`src/rtl/pcie_irq_pkg.sv`:
```
package pcie_irq_pkg;
  localparam int REG_W = 32;
  localparam int ADDR_W = 4;
  localparam int ECC_W = 16;
  localparam int LINK_W = 3;
  localparam int MSI_N = 32;
  localparam int VEC_W = $clog2(MSI_N);
  localparam int MSI_SUM_BIT = 28;
  localparam int LINK_MASK_LSB = 16;
  localparam logic [REG_W-1:0] LOCAL_IMPL = 32'hFFFF_0303;

  typedef enum logic [ADDR_W-1:0] {
    W_LOC_STAT  = 4'd0,
    W_LOC_EN    = 4'd1,
    W_MSI_STAT  = 4'd2,
    W_LINK      = 4'd3,
    W_SEC_STAT  = 4'd4,
    W_SEC_MASK  = 4'd5,
    W_DED_STAT  = 4'd6,
    W_DED_MASK  = 4'd7,
    W_SEC_CNT   = 4'd8,
    W_DED_CNT   = 4'd9,
    W_HOST_STAT = 4'd10,
    W_HOST_EN   = 4'd11
  } regWord_e;

  typedef struct packed {
    logic locClr;
    logic locEn;
    logic msiClr;
    logic linkWr;
    logic secClr;
    logic secMask;
    logic dedClr;
    logic dedMask;
    logic secCntClr;
    logic dedCntClr;
    logic hostClr;
    logic hostEn;
    logic msiHit;
    logic [VEC_W-1:0] msiVec;
  } strobe_t;
endpackage

```
`src/rtl/irq_w1c_bank.sv`:
```
module irq_w1c_bank #(
  parameter int W = 16
) (
  input  logic         clk,
  input  logic         rstN,
  input  logic [W-1:0] setVec,
  input  logic [W-1:0] clrVec,
  output logic [W-1:0] q
);
  for (genvar i = 0; i < W; i++) begin : g_bit
    always_ff @(posedge clk) begin
      if (!rstN)          q[i] <= 1'b0;
      else if (setVec[i]) q[i] <= 1'b1;
      else if (clrVec[i]) q[i] <= 1'b0;
    end

    p_set_wins_r10: assert property (@(posedge clk) disable iff (!rstN)
      setVec[i] |=> q[i]);
    p_w1c_clears_r1: assert property (@(posedge clk) disable iff (!rstN)
      (clrVec[i] && !setVec[i]) |=> !q[i]);
  end
endmodule

```
`src/rtl/irq_sat_cnt.sv`:
```
module irq_sat_cnt #(
  parameter int W = 8
) (
  input  logic         clk,
  input  logic         rstN,
  input  logic         inc,
  input  logic         clr,
  output logic [W-1:0] q
);
  localparam logic [W-1:0] MAXV = '1;

  always_ff @(posedge clk) begin
    if (!rstN)                  q <= '0;
    else if (clr)               q <= '0;
    else if (inc && q != MAXV)  q <= q + 1'b1;
  end

  p_no_wrap_r8: assert property (@(posedge clk) disable iff (!rstN)
    (q == MAXV && !clr) |=> q == MAXV);
  p_clear_r7: assert property (@(posedge clk) disable iff (!rstN)
    clr |=> q == '0);
endmodule

```
`src/rtl/irq_ctrl.sv`:
```
module irq_ctrl
  import pcie_irq_pkg::*;
#(
  parameter logic [REG_W-1:0] MSI_TARGET = 32'hFEE0_0000
) (
  input  logic              regWe,
  input  logic [ADDR_W-1:0] regAddr,
  input  logic [REG_W-1:0]  regWdata,
  input  logic              msiValid,
  input  logic [REG_W-1:0]  msiAddr,
  input  logic [REG_W-1:0]  msiData,
  output strobe_t           stb
);
  logic wrZero;
  assign wrZero = (regWdata == '0);

  always_comb begin
    stb = '0;
    if (regWe) begin
      case (regAddr)
        W_LOC_STAT:  stb.locClr    = 1'b1;
        W_LOC_EN:    stb.locEn     = 1'b1;
        W_MSI_STAT:  stb.msiClr    = 1'b1;
        W_LINK:      stb.linkWr    = 1'b1;
        W_SEC_STAT:  stb.secClr    = 1'b1;
        W_SEC_MASK:  stb.secMask   = 1'b1;
        W_DED_STAT:  stb.dedClr    = 1'b1;
        W_DED_MASK:  stb.dedMask   = 1'b1;
        W_SEC_CNT:   stb.secCntClr = wrZero;
        W_DED_CNT:   stb.dedCntClr = wrZero;
        W_HOST_STAT: stb.hostClr   = 1'b1;
        W_HOST_EN:   stb.hostEn    = 1'b1;
        default: ;
      endcase
    end
    stb.msiHit = msiValid && (msiAddr == MSI_TARGET) && (msiData < MSI_N);
    stb.msiVec = msiData[VEC_W-1:0];
  end
endmodule

```
`src/rtl/irq_dp.sv`:
```
module irq_dp
  import pcie_irq_pkg::*;
#(
  parameter int CNT_W = 8
) (
  input  logic              clk,
  input  logic              rstN,
  input  strobe_t           stb,
  input  logic [ADDR_W-1:0] regAddr,
  input  logic [REG_W-1:0]  regWdata,
  input  logic [REG_W-1:0]  localEvt,
  input  logic [LINK_W-1:0] linkEvt,
  input  logic [ECC_W-1:0]  secEvt,
  input  logic [ECC_W-1:0]  dedEvt,
  input  logic [REG_W-1:0]  hostEvt,
  output logic [REG_W-1:0]  regRdata,
  output logic              irqOut
);
  logic [REG_W-1:0]  locStat, msiStat, hostStat;
  logic [REG_W-1:0]  locSet, msiSet;
  logic [REG_W-1:0]  locEnR, hostEnR;
  logic [LINK_W-1:0] linkStat, linkDis;
  logic [ECC_W-1:0]  secStat, dedStat, secMaskR, dedMaskR;
  logic [CNT_W-1:0]  secCnt, dedCnt;
  logic              anyPend;

  always_comb begin
    locSet = localEvt & LOCAL_IMPL;
    locSet[MSI_SUM_BIT] = locSet[MSI_SUM_BIT] | stb.msiHit;
    msiSet = '0;
    msiSet[stb.msiVec] = stb.msiHit;
  end

  irq_w1c_bank #(.W(REG_W)) u_loc (.clk(clk), .rstN(rstN), .setVec(locSet),
    .clrVec(stb.locClr ? (regWdata & LOCAL_IMPL) : '0), .q(locStat));
  irq_w1c_bank #(.W(REG_W)) u_msi (.clk(clk), .rstN(rstN), .setVec(msiSet),
    .clrVec(stb.msiClr ? regWdata : '0), .q(msiStat));
  irq_w1c_bank #(.W(LINK_W)) u_link (.clk(clk), .rstN(rstN), .setVec(linkEvt),
    .clrVec(stb.linkWr ? regWdata[LINK_W-1:0] : '0), .q(linkStat));
  irq_w1c_bank #(.W(ECC_W)) u_sec (.clk(clk), .rstN(rstN), .setVec(secEvt),
    .clrVec(stb.secClr ? regWdata[ECC_W-1:0] : '0), .q(secStat));
  irq_w1c_bank #(.W(ECC_W)) u_ded (.clk(clk), .rstN(rstN), .setVec(dedEvt),
    .clrVec(stb.dedClr ? regWdata[ECC_W-1:0] : '0), .q(dedStat));
  irq_w1c_bank #(.W(REG_W)) u_host (.clk(clk), .rstN(rstN), .setVec(hostEvt),
    .clrVec(stb.hostClr ? regWdata : '0), .q(hostStat));

  irq_sat_cnt #(.W(CNT_W)) u_secCnt (.clk(clk), .rstN(rstN), .inc(|secEvt),
    .clr(stb.secCntClr), .q(secCnt));
  irq_sat_cnt #(.W(CNT_W)) u_dedCnt (.clk(clk), .rstN(rstN), .inc(|dedEvt),
    .clr(stb.dedCntClr), .q(dedCnt));

  always_ff @(posedge clk) begin
    if (!rstN) begin
      locEnR   <= '0;
      hostEnR  <= '0;
      linkDis  <= '1;
      secMaskR <= '1;
      dedMaskR <= '1;
    end else begin
      if (stb.locEn)   locEnR   <= regWdata;
      if (stb.hostEn)  hostEnR  <= regWdata;
      if (stb.linkWr)  linkDis  <= regWdata[LINK_MASK_LSB +: LINK_W];
      if (stb.secMask) secMaskR <= regWdata[ECC_W-1:0];
      if (stb.dedMask) dedMaskR <= regWdata[ECC_W-1:0];
    end
  end

  assign anyPend = |(locStat & locEnR) | |(linkStat & ~linkDis)
                 | |(secStat & ~secMaskR) | |(dedStat & ~dedMaskR)
                 | |(hostStat & hostEnR);

  always_ff @(posedge clk) begin
    if (!rstN) irqOut <= 1'b0;
    else       irqOut <= anyPend;
  end

  always_comb begin
    regRdata = '0;
    case (regAddr)
      W_LOC_STAT:  regRdata = locStat;
      W_LOC_EN:    regRdata = locEnR;
      W_MSI_STAT:  regRdata = msiStat;
      W_LINK: begin
        regRdata[LINK_W-1:0] = linkStat;
        regRdata[LINK_MASK_LSB +: LINK_W] = linkDis;
      end
      W_SEC_STAT:  regRdata[ECC_W-1:0] = secStat;
      W_SEC_MASK:  regRdata[ECC_W-1:0] = secMaskR;
      W_DED_STAT:  regRdata[ECC_W-1:0] = dedStat;
      W_DED_MASK:  regRdata[ECC_W-1:0] = dedMaskR;
      W_SEC_CNT:   regRdata[CNT_W-1:0] = secCnt;
      W_DED_CNT:   regRdata[CNT_W-1:0] = dedCnt;
      W_HOST_STAT: regRdata = hostStat;
      W_HOST_EN:   regRdata = hostEnR;
      default: ;
    endcase
  end

  p_reserved_zero_r1: assert property (@(posedge clk) disable iff (!rstN)
    (locStat & ~LOCAL_IMPL) == '0);
  p_local_enabled_r2: assert property (@(posedge clk) disable iff (!rstN)
    (|(locStat & locEnR)) |=> irqOut);
  p_msi_capture_r3: assert property (@(posedge clk) disable iff (!rstN)
    stb.msiHit |=> (locStat[MSI_SUM_BIT] && msiStat[$past(stb.msiVec)]));
  p_link_open_r5: assert property (@(posedge clk) disable iff (!rstN)
    (|(linkStat & ~linkDis)) |=> irqOut);
  p_host_open_r9: assert property (@(posedge clk) disable iff (!rstN)
    (|(hostStat & hostEnR)) |=> irqOut);
endmodule

```
`src/rtl/pcie_irq_aggr.sv`:
```
module pcie_irq_aggr
  import pcie_irq_pkg::*;
#(
  parameter logic [31:0] MSI_TARGET = 32'hFEE0_0000,
  parameter int          CNT_W = 8
) (
  input  logic        clk,
  input  logic        rstN,
  input  logic        regWe,
  input  logic [3:0]  regAddr,
  input  logic [31:0] regWdata,
  output logic [31:0] regRdata,
  input  logic [31:0] localEvt,
  input  logic [2:0]  linkEvt,
  input  logic [15:0] secEvt,
  input  logic [15:0] dedEvt,
  input  logic [31:0] hostEvt,
  input  logic        msiValid,
  input  logic [31:0] msiAddr,
  input  logic [31:0] msiData,
  output logic        irqOut
);
  strobe_t stb;

  irq_ctrl #(.MSI_TARGET(MSI_TARGET)) u_ctrl (
    .regWe(regWe), .regAddr(regAddr), .regWdata(regWdata),
    .msiValid(msiValid), .msiAddr(msiAddr), .msiData(msiData), .stb(stb));

  irq_dp #(.CNT_W(CNT_W)) u_dp (
    .clk(clk), .rstN(rstN), .stb(stb), .regAddr(regAddr), .regWdata(regWdata),
    .localEvt(localEvt), .linkEvt(linkEvt), .secEvt(secEvt), .dedEvt(dedEvt),
    .hostEvt(hostEvt), .regRdata(regRdata), .irqOut(irqOut));
endmodule

```
`config.mk`:
```
export PLATFORM = sky130hd
export DESIGN_NAME = pcie_irq_aggr
export DESIGN_NICKNAME = d
export VERILOG_FILES = /design/src/rtl/pcie_irq_pkg.sv /design/src/rtl/irq_w1c_bank.sv /design/src/rtl/irq_sat_cnt.sv /design/src/rtl/irq_ctrl.sv /design/src/rtl/irq_dp.sv /design/src/rtl/pcie_irq_aggr.sv
export SDC_FILE = /design/constraint.sdc
export NUM_CORES = 1
export LEC_CHECK = 0
export BUFFER_PORTS_ARGS = -buffer_cell sky130_fd_sc_hd__buf_2
export CORE_ASPECT_RATIO = 1.25
export CORE_MARGIN = 3
export CORE_UTILIZATION = 46
export CTS_BUF_LIST = sky130_fd_sc_hd__clkbuf_4 sky130_fd_sc_hd__clkbuf_8
export DETAILED_ROUTE_END_ITERATION = 6
export GPL_TIMING_DRIVEN = 0
export HOLD_SLACK_MARGIN = 0.06
export PLACE_DENSITY = 0.66
export SYNTH_ARGS = -nofsm -noshare
export SYNTH_HDL_FRONTEND = slang
export SYNTH_SLANG_ARGS = --single-unit
export TNS_END_PERCENT = 1
```
`constraint.sdc`:
```
create_clock -name clk -period 5.6 [get_ports clk]
set_input_delay 0.84 -clock clk [delete_from_list [all_inputs] [get_ports clk]]
set_output_delay 0.84 -clock clk [all_outputs]
set_load 0.1 [all_outputs]
```
==> results.md, run 1 <==
- Hold Path End: u_dp.u_msi.q[26]
- Avg Vias per Cell: 6.29
- Initial Util: 47.4%
- Cell area power density: 295 nW/µm²
- Total grt overflow: 0
- CTS max path bufs: 3
- Final setup margin: 0.767 ns
- Async set-or-reset flop fraction in the synthesized netlist: 0%
- Initial DRT Pass Iterations: 7
- First-pass GRT wire length: 72400 µm
- Yosys reg bits: 235
- Max-Cap Viols: 0
- Detailed-route via count: 12181
- Post-Syn Nets: between 1500 and 2000
- RSZ-0062 raised after global routing: no
- Hold WC Path Type: flop to flop
- NumNets Final: 1822
- Slew Viols, Final: 0
- Layout cells sized above 1: 19.7%
- CP max-delay cell: nor4b_2
- Worst EP required: ~4.8 ns
- Synth unique cells: 51
- Layout area overhead: 20.2%
- Number of flops mapped to enable cells by yosys: 0
- Synth Warn #: 0
- Die Span Y: 179 µm
- Setup Fix Bufs, Post-CTS: 0
- Synth Instances: roughly 1400
- GP Congestion: 1.00
- Synth area leaders: dfxtp_1 43%, nand2_1 11%, a22oi_1 5.8%
- Wire length per cell after detailed routing: 26.1 µm
- Core ar.: 23300 µm²
- Routed WL: 50600 µm
- Reg2Reg Setup Slack: 3.22 ns
- Final count of negative-setup-slack endpoints: 0
- Pin count of the biggest net entering global routing: 11
- Most common cell in the netlist: nand2_1
- Avg Inst Size Synth: 8.08 µm²
- Final critical-path required period: around 4.8 ns
- Vias in the first global route: approximately 11000
- Reg2reg start: u_dp.u_host.q[3]
- Drt drc: 4
- Initial DRC count: around 1300
- Ports: 236
- CTS resizes: 0
- Post-CTS Hold Buffers: 0
- # clock sinks: 235
- Slew Limit Headroom: 23.6%
- Remaining antenna violation count: 0
- RR Endpoint: u_dp.irqOut
- Sum Neg Setup Slack: 0 ns
- Total track usage: 37.9%
- Synth top area share: 42.6%
- Slew @ Worst Pin: 1.14 ns
- Status: finished, violations left
- Clock-pin slew on the worst setup and hold paths: 0.06 ns
- P_leak: 0.00526 µW
- CP peak stage delay: a little over 0.8 ns
- Die area: about 26000 µm²
- Crit share post-route: 86.3%
- Critical Path Fanout Max: 10
- Pre-CTS WS: between 0.9 and 1 ns
- CTS H-tree lvls: 2
- Startpoint types: primary input
- Maximum vdd ir drop: about 0.17 mV
- Worst Path Arrival: 3.99 ns
- Mapped cell area: 11000 µm²
- Row Count: 62
- Clk Latency, worst-skew pair: about 0.55 ns
- CTS tree: built
- CP Capture Type: output port
- Num CTS Buffers: 41
- Synth Flop Type: dfxtp_1
- Sequential fraction of the synthesis area: between 40% and 50%
- Kind of critical path: primary input to output port
- Worst R2R Path Depth: 5
- Most Frequent Cell on Critical Path: buf_2
- HPWL after detailed placement: 38000 µm
- CP Cell Sequence: buf_2 -> buf_2 -> nor4b_2 -> clkbuf_1 -> buf_2 -> a22oi_1 -> nand4_1 -> buf_2
- Root buffer cell: clkbuf_8
- Die outline width: 145 µm
- Failing checks: DRC
- Fmax: between 200 and 250 MHz
- IO Port Bufs: approximately 210
- Initial antenna violation count: 2
- Hold depth: 2
- Post-synth top cells: 316 x nand2_1, 235 x dfxtp_1, 91 x a21oi_1
- Yosys top cell by area: dfxtp_1
- Hold_sp: u_dp.u_msi.q[26]
- Fin Clk Skew: 0.0181 ns
- Final hold viol count: 0
## layer usage
layer / vias up / GRT usage (%) / routed length [µm]
met3: 223 / 8.16 / 5290
met4: 2 / 25.5 / 4030
met5: - / 0 / 17
met1: 5695 / 46.2 / 18500
li1: 5415 / - / -
met2: 846 / 59.7 / 22800
## registers in the layout, indices dropped and copies added (netlist names)
| register | count |
|---|---|
| u_dp.hostEnR | 32 |
| u_dp.locEnR | 32 |
| u_dp.u_host.q | 32 |
| u_dp.u_msi.q | 32 |
| u_dp.u_loc.q | 20 |
| u_dp.dedMaskR | 16 |
| u_dp.secMaskR | 16 |
| u_dp.u_ded.q | 16 |
| u_dp.u_sec.q | 16 |
| u_dp.u_dedCnt.q | 8 |
| u_dp.u_secCnt.q | 8 |
| u_dp.linkDis | 3 |
| u_dp.u_link.q | 3 |
| u_dp.irqOut | 1 |
## kinds of logic after synthesis
kind of cell | synth area share [%]
AO/OA/AOI/OAI | 25.0
XOR/XNOR | 0.873
flip-flops | 42.6
multiplexers | 0.181
adder cells (fa/ha/maj) | 0.227
AND/OR/NAND/NOR | 25.9
buffers and inverters | 5.25
## layout by cell type (no fill, tap or decap), types with 28 or more instances in the layout
cell and n:
dfxtp_1 235, nand4_1 29, a21boi_0 67, nor2b_1 82, inv_1 28, clkbuf_1 73
clkbuf_8 50, a21oi_1 91, a22oi_1 85, nand3_1 84, buf_2 236, nand2_1 316
## critical path, delay by kind of cell
kind	cells	cell delay, ns
AND/OR/NAND/NOR	2	1.01
AO/OA/AOI/OAI	1	0.18
buffers and inverters	5	1.94
## per-stage QoR
| step | hold WS (ns) | instances | instance area, µm² | power, µW | util, % |
|---|---|---|---|---|---|
| 3_3_place_gp | 0.455 | 1862 | 12400 | 2320 | 53.5 |
| 6_report | 0.471 | 1936 | 13300 | 3910 | 57.0 |
| 4_1_cts | 0.471 | 1934 | 13300 | 3900 | 57.0 |
| 2_1_floorplan | 0.441 | 1366 | 11000 | 2100 | - |
| 3_5_place_dp | 0.461 | 1862 | 12400 | 2330 | 53.5 |
| 5_1_grt | 0.487 | 1934 | 13300 | 4010 | 57.0 |
## cell type report
type | count | area, µm²
antenna | 2 | 5.00
buffer | 111 | 474
clock buffer | 58 | 748
clock inverter | 14 | 75.1
fill | 2291 | 10000
inverter | 28 | 105
multi-input combinational | 992 | 5760
sequential | 235 | 4700
tap | 288 | 360
timing repair buffer | 208 | 1040
## worst max-delay path by stage
stage	from	end
2_1_floorplan	regAddr[3]	regRdata[15]
3_3_place_gp	regAddr[3]	regRdata[5]
3_5_place_dp	regAddr[3]	regRdata[5]
4_1_cts	regAddr[3]	regRdata[5]
5_1_grt	regAddr[3]	regRdata[5]
6_report	regAddr[3]	regRdata[5]
## power by group
group	switching, µW	total [µW]	internal (µW)
registers	72.0	1810	1730
clock network	738	1600	864
logic	353	500	147
total	1160	3910	2750
Note: power is estimated with default switching activity, not from simulation.
==> run 2: changes to the inputs <==
--- a/config.mk
+++ b/config.mk
@@ -13,8 +13,9 @@
 export DETAILED_ROUTE_END_ITERATION = 6
 export GPL_TIMING_DRIVEN = 0
 export HOLD_SLACK_MARGIN = 0.06
-export PLACE_DENSITY = 0.66
+export PLACE_DENSITY = 0.65
 export SYNTH_ARGS = -nofsm -noshare
 export SYNTH_HDL_FRONTEND = slang
+export SYNTH_HIERARCHICAL = 1
 export SYNTH_SLANG_ARGS = --single-unit
 export TNS_END_PERCENT = 1
==> run 2 against run 1 <==
Compared with the run above:
- the run now ends clean
- clock skew shrank 0.0059 ns
- core utilization down 1.0 points
- sequential power up 6%
- critical path type unchanged
==> results.md, run 2 <==
- Worst Path Arrival: 4.48 ns (was 3.99 ns)
- Filler instances: 2580 (was 2291)
- Switch Pwr: 1200 µW (was 1160 µW)
- Final hold viol count: 0 (unchanged)
- Maximum vdd ir drop: 0.167 mV (was 0.171 mV)
- CTS tree: built (unchanged)
- Number of flops mapped to enable cells by yosys: 0 (unchanged)
- Sum Neg Setup Slack: 0 ns (unchanged)
- Layout cells sized above 1: 20.0% (was 19.7%)
- RSZ-0062 raised after global routing: no (unchanged)
- CP peak stage delay: 0.72 ns (was 0.83 ns)
- Sequential fraction of the synthesis area: 39.4% (was 42.6%)
- Pin count of the biggest net entering global routing: 26 (was 11)
- Slew Limit Headroom: 14.5% (was 23.6%)
- Routed WL: 52900 µm (was 50600 µm)
- Fmax: 188 MHz (was 207 MHz)
- CTS H-tree lvls: 2 (unchanged)
- Status: finished, final reports clean (was finished, violations left)
- Detailed-route via count: 12269 (was 12181)
- Reg2reg start: u_dp/u_loc/q[12] (was u_dp.u_host.q[3])
- Worst Setup SP: regAddr[1] (was regAddr[3])
- NumNets Final: 1860 (was 1822)
- Finished Cell Area: 15000 µm² (was 13300 µm²)
- Post-synth top cells: 247 x dfxtp_1, 219 x nor2b_1, 131 x o21a_1 (was 316 x nand2_1, 235 x dfxtp_1, 91 x a21oi_1)
- Most common cell in the netlist: dfxtp_1 (was nand2_1)
- Placed insts: 1955 (was 1862)
- Synth unique cells: 59 (was 51)
- Kind of cell adding the most delay to the critical path: buffers and inverters (unchanged)
- # diodes: 0 (was 2)
- Yosys top cell by area: dfxtp_1 (unchanged)
- Critical Path Fanout Max: 10 (unchanged)
- Initial Util: 46.8% (was 47.4%)
- Slew @ Worst Pin: 1.28 ns (was 1.14 ns)
- Core ar.: 26800 µm² (was 23300 µm²)
- First-pass GRT wire length: 76400 µm (was 72400 µm)
- Kind of critical path: primary input to output port (unchanged)
- Row Count: 67 (was 62)
- Max-Cap Viols: 0 (unchanged)
- Clk Latency, worst-skew pair: 0.57 ns (was 0.55 ns)
- Synth top area share: 39.4% (was 42.6%)
- Slew Viols, Final: 0 (unchanged)
- Num CTS Buffers: 43 (was 41)
- Vias in the first global route: 11877 (was 11495)
- Synth Warn #: 6 (was 0)
- Worst setup path end: regRdata[8] (was regRdata[5])
- Most frequent cells in the layout: 247 x dfxtp_1, 221 x buf_2, 219 x nor2b_1 (was 316 x nand2_1, 236 x buf_2, 235 x dfxtp_1)
- CP Capture Type: output port (unchanged)
- Fin cells: 2023 (was 1936)
- Sequential power share: 46.0% (was 46.2%)
- Sw Share: 29.0% (was 29.8%)
- Setup Fix Bufs, Post-CTS: 0 (unchanged)
- Ports: 236 (unchanged)
- Wire length per cell after detailed routing: 26.2 µm (was 26.1 µm)
- Reg2Reg Setup Slack: 3.07 ns (was 3.22 ns)
- Placed Area: 14200 µm² (was 12400 µm²)
- P_leak: 0.00601 µW (was 0.00526 µW)
- Total track usage: 34.8% (was 37.9%)
- Startpoint types: primary input (unchanged)
- Drt drc: 0 (was 4)
- RR Endpoint: u_dp/irqOut (was u_dp.irqOut)
- CP max-delay cell: clkbuf_1 (was nor4b_2)
- Clock share of power: 40.6% (was 41.0%)
- CTS max path bufs: 3 (unchanged)
- Root buffer cell: clkbuf_8 (unchanged)
- Avg Vias per Cell: 6.06 (was 6.29)
- # clock sinks: 247 (was 235)
- Post-CTS Hold Buffers: 0 (unchanged)
- HPWL after detailed placement: 39300 µm (was 38000 µm)
- Worst R2R Path Depth: 5 (unchanged)
- Layout area overhead: 19.6% (was 20.2%)
- Crit share post-route: 95.0% (was 86.3%)
- Final setup margin: 0.282 ns (was 0.767 ns)
- CTS resizes: 0 (unchanged)
- Die outline width: 154 µm (was 145 µm)
- Total grt overflow: 0 (unchanged)
- Yosys reg bits: 247 (was 235)
- Most Frequent Cell on Critical Path: buf_2 (unchanged)
- Initial DRT Pass Iterations: 7 (unchanged)
- IO Port Bufs: 218 (was 208)
- Async set-or-reset flop fraction in the synthesized netlist: 0% (unchanged)
- Cell area power density: 276 nW/µm² (was 295 nW/µm²)
- Comb pwr share: 13.4% (was 12.8%)
- Avg Inst Size Synth: 9.17 µm² (was 8.08 µm²)
- Final count of negative-setup-slack endpoints: 0 (unchanged)
- Critical path depth: 9 (was 8)
- Die area: 29300 µm² (was 25900 µm²)
- Most common cell after layout, fill and taps aside: dfxtp_1 (was nand2_1)
- Fin Clk Skew: 0.0122 ns (was 0.0181 ns)
- CP Cell Sequence: buf_2 -> buf_2 -> nand2_1 -> nor2_1 -> clkbuf_1 -> clkbuf_1 -> a22oi_1 -> o211ai_1 -> buf_2 (was buf_2 -> buf_2 -> nor4b_2 -> clkbuf_1 -> buf_2 -> a22oi_1 -> nand4_1 -> buf_2)
- Int Pwr: 2940 µW (was 2750 µW)
- Worst EP required: 4.76 ns (about the same)
- Hold WC Path Type: primary input to flop (was flop to flop)
- Clock-pin slew on the worst setup and hold paths: 0.06 ns (about the same)
- Synth Flop Type: dfxtp_1 (unchanged)
- Die Span Y: 191 µm (was 179 µm)
- Mapped cell area: 12600 µm² (was 11000 µm²)
- Remaining antenna violation count: 0 (unchanged)
- Initial DRC count: 1437 (was 1329)
- GP Congestion: 1.06 (was 1.00)
- Pre-CTS WS: 0.593 ns (was 0.975 ns)
- Initial antenna violation count: 0 (was 2)
- Buffers & Inverters on Critical Path: 5 (unchanged)
- Final critical-path required period: 5.32 ns (was 4.83 ns)
- Synth Instances: 1369 (was 1366)
- Final hold slack: 0.468 ns (was 0.471 ns)
- Synth area leaders: dfxtp_1 39%, nor2b_1 11%, mux2i_1 8.1% (was dfxtp_1 43%, nand2_1 11%, a22oi_1 5.8%)
-- run 2: how the worst min path moves through the flow --
stage | startpoint | to | slack, ns | cells after the start
after detailed placement | u_dp/dedMaskR[9] | u_dp/dedMaskR[9] | 0.49 | 2
after global placement | u_dp/dedMaskR[8] | u_dp/dedMaskR[8] | 0.48 | 2
after global routing | localEvt[9] | u_dp/u_loc/q[9] | 0.45 | 2
final | hostEvt[0] | u_dp/u_host/q[0] | 0.47 | 2
after floorplan | u_dp/linkDis[1] | u_dp/linkDis[1] | 0.46 | 2
after CTS | localEvt[9] | u_dp/u_loc/q[9] | 0.44 | 2
-- run 2: metal layers --
layer	vias up	global-route usage, %	part of all wire [%]	wire [µm]
li1	5484	-	-	-
met1	5794	43.6	38	20300
met2	782	56.4	45	23600
met3	209	6.36	10	5280
met4	0	20.1	7.2	3820
met5	-	0	0	0
-- run 2: cell families (layout without fill, tap and decap cells) --
kind of cell | count (synthesis) | count (layout) | share of synthesized area [%]
other | 1 | 24 | 0.0299
multiplexers | 104 | 104 | 8.32
AND/OR/NAND/NOR | 602 | 602 | 28.4
flip-flops | 247 | 247 | 39.4
AO/OA/AOI/OAI | 321 | 321 | 19.8
buffers and inverters | 92 | 378 | 3.85
adder cells (fa/ha/maj) | 2 | 2 | 0.199
-- run 2: area by class of cell --
class                      count  area [µm²]  share of cell area [%]
multi-input combinational   1053        7220                    48.1
buffer                        78         430                    2.87
sequential                   247        4940                    32.9
timing repair buffer         218        1090                    7.26
clock inverter                 4        26.3                   0.175
inverter                      14        52.6                   0.350
tap                          345         432                    2.87
clock buffer                  64         818                    5.45
-- run 2: per-stage QoR --
step | utilization, % | total power (µW)
after detailed placement | 52.8 | 2480
final | 56.0 | 4140
after global routing | 56.0 | 4270
after CTS | 56.0 | 4150
after floorplan | - | 2230
after global placement | 52.8 | 2480
-- run 2: worst register-to-register path, stage by stage, from the launching register on --
cell and delay (ns):
dfxtp_1 0.35, a22o_1 0.26, a221oi_1 0.48, nand3_1 0.19
or4_1 0.60, o41a_1 0.51
-- run 2: power by group through the flow --
| stage | logic, µW | clock network (µW) | registers, µW |
|---|---|---|---|
| floorplan | 328 | 0 | 1910 |
| global placement | 539 | 0 | 1940 |
| detailed placement | 544 | 0 | 1940 |
| CTS | 547 | 1700 | 1900 |
| global route | 583 | 1780 | 1910 |
| finish | 554 | 1680 | 1910 |
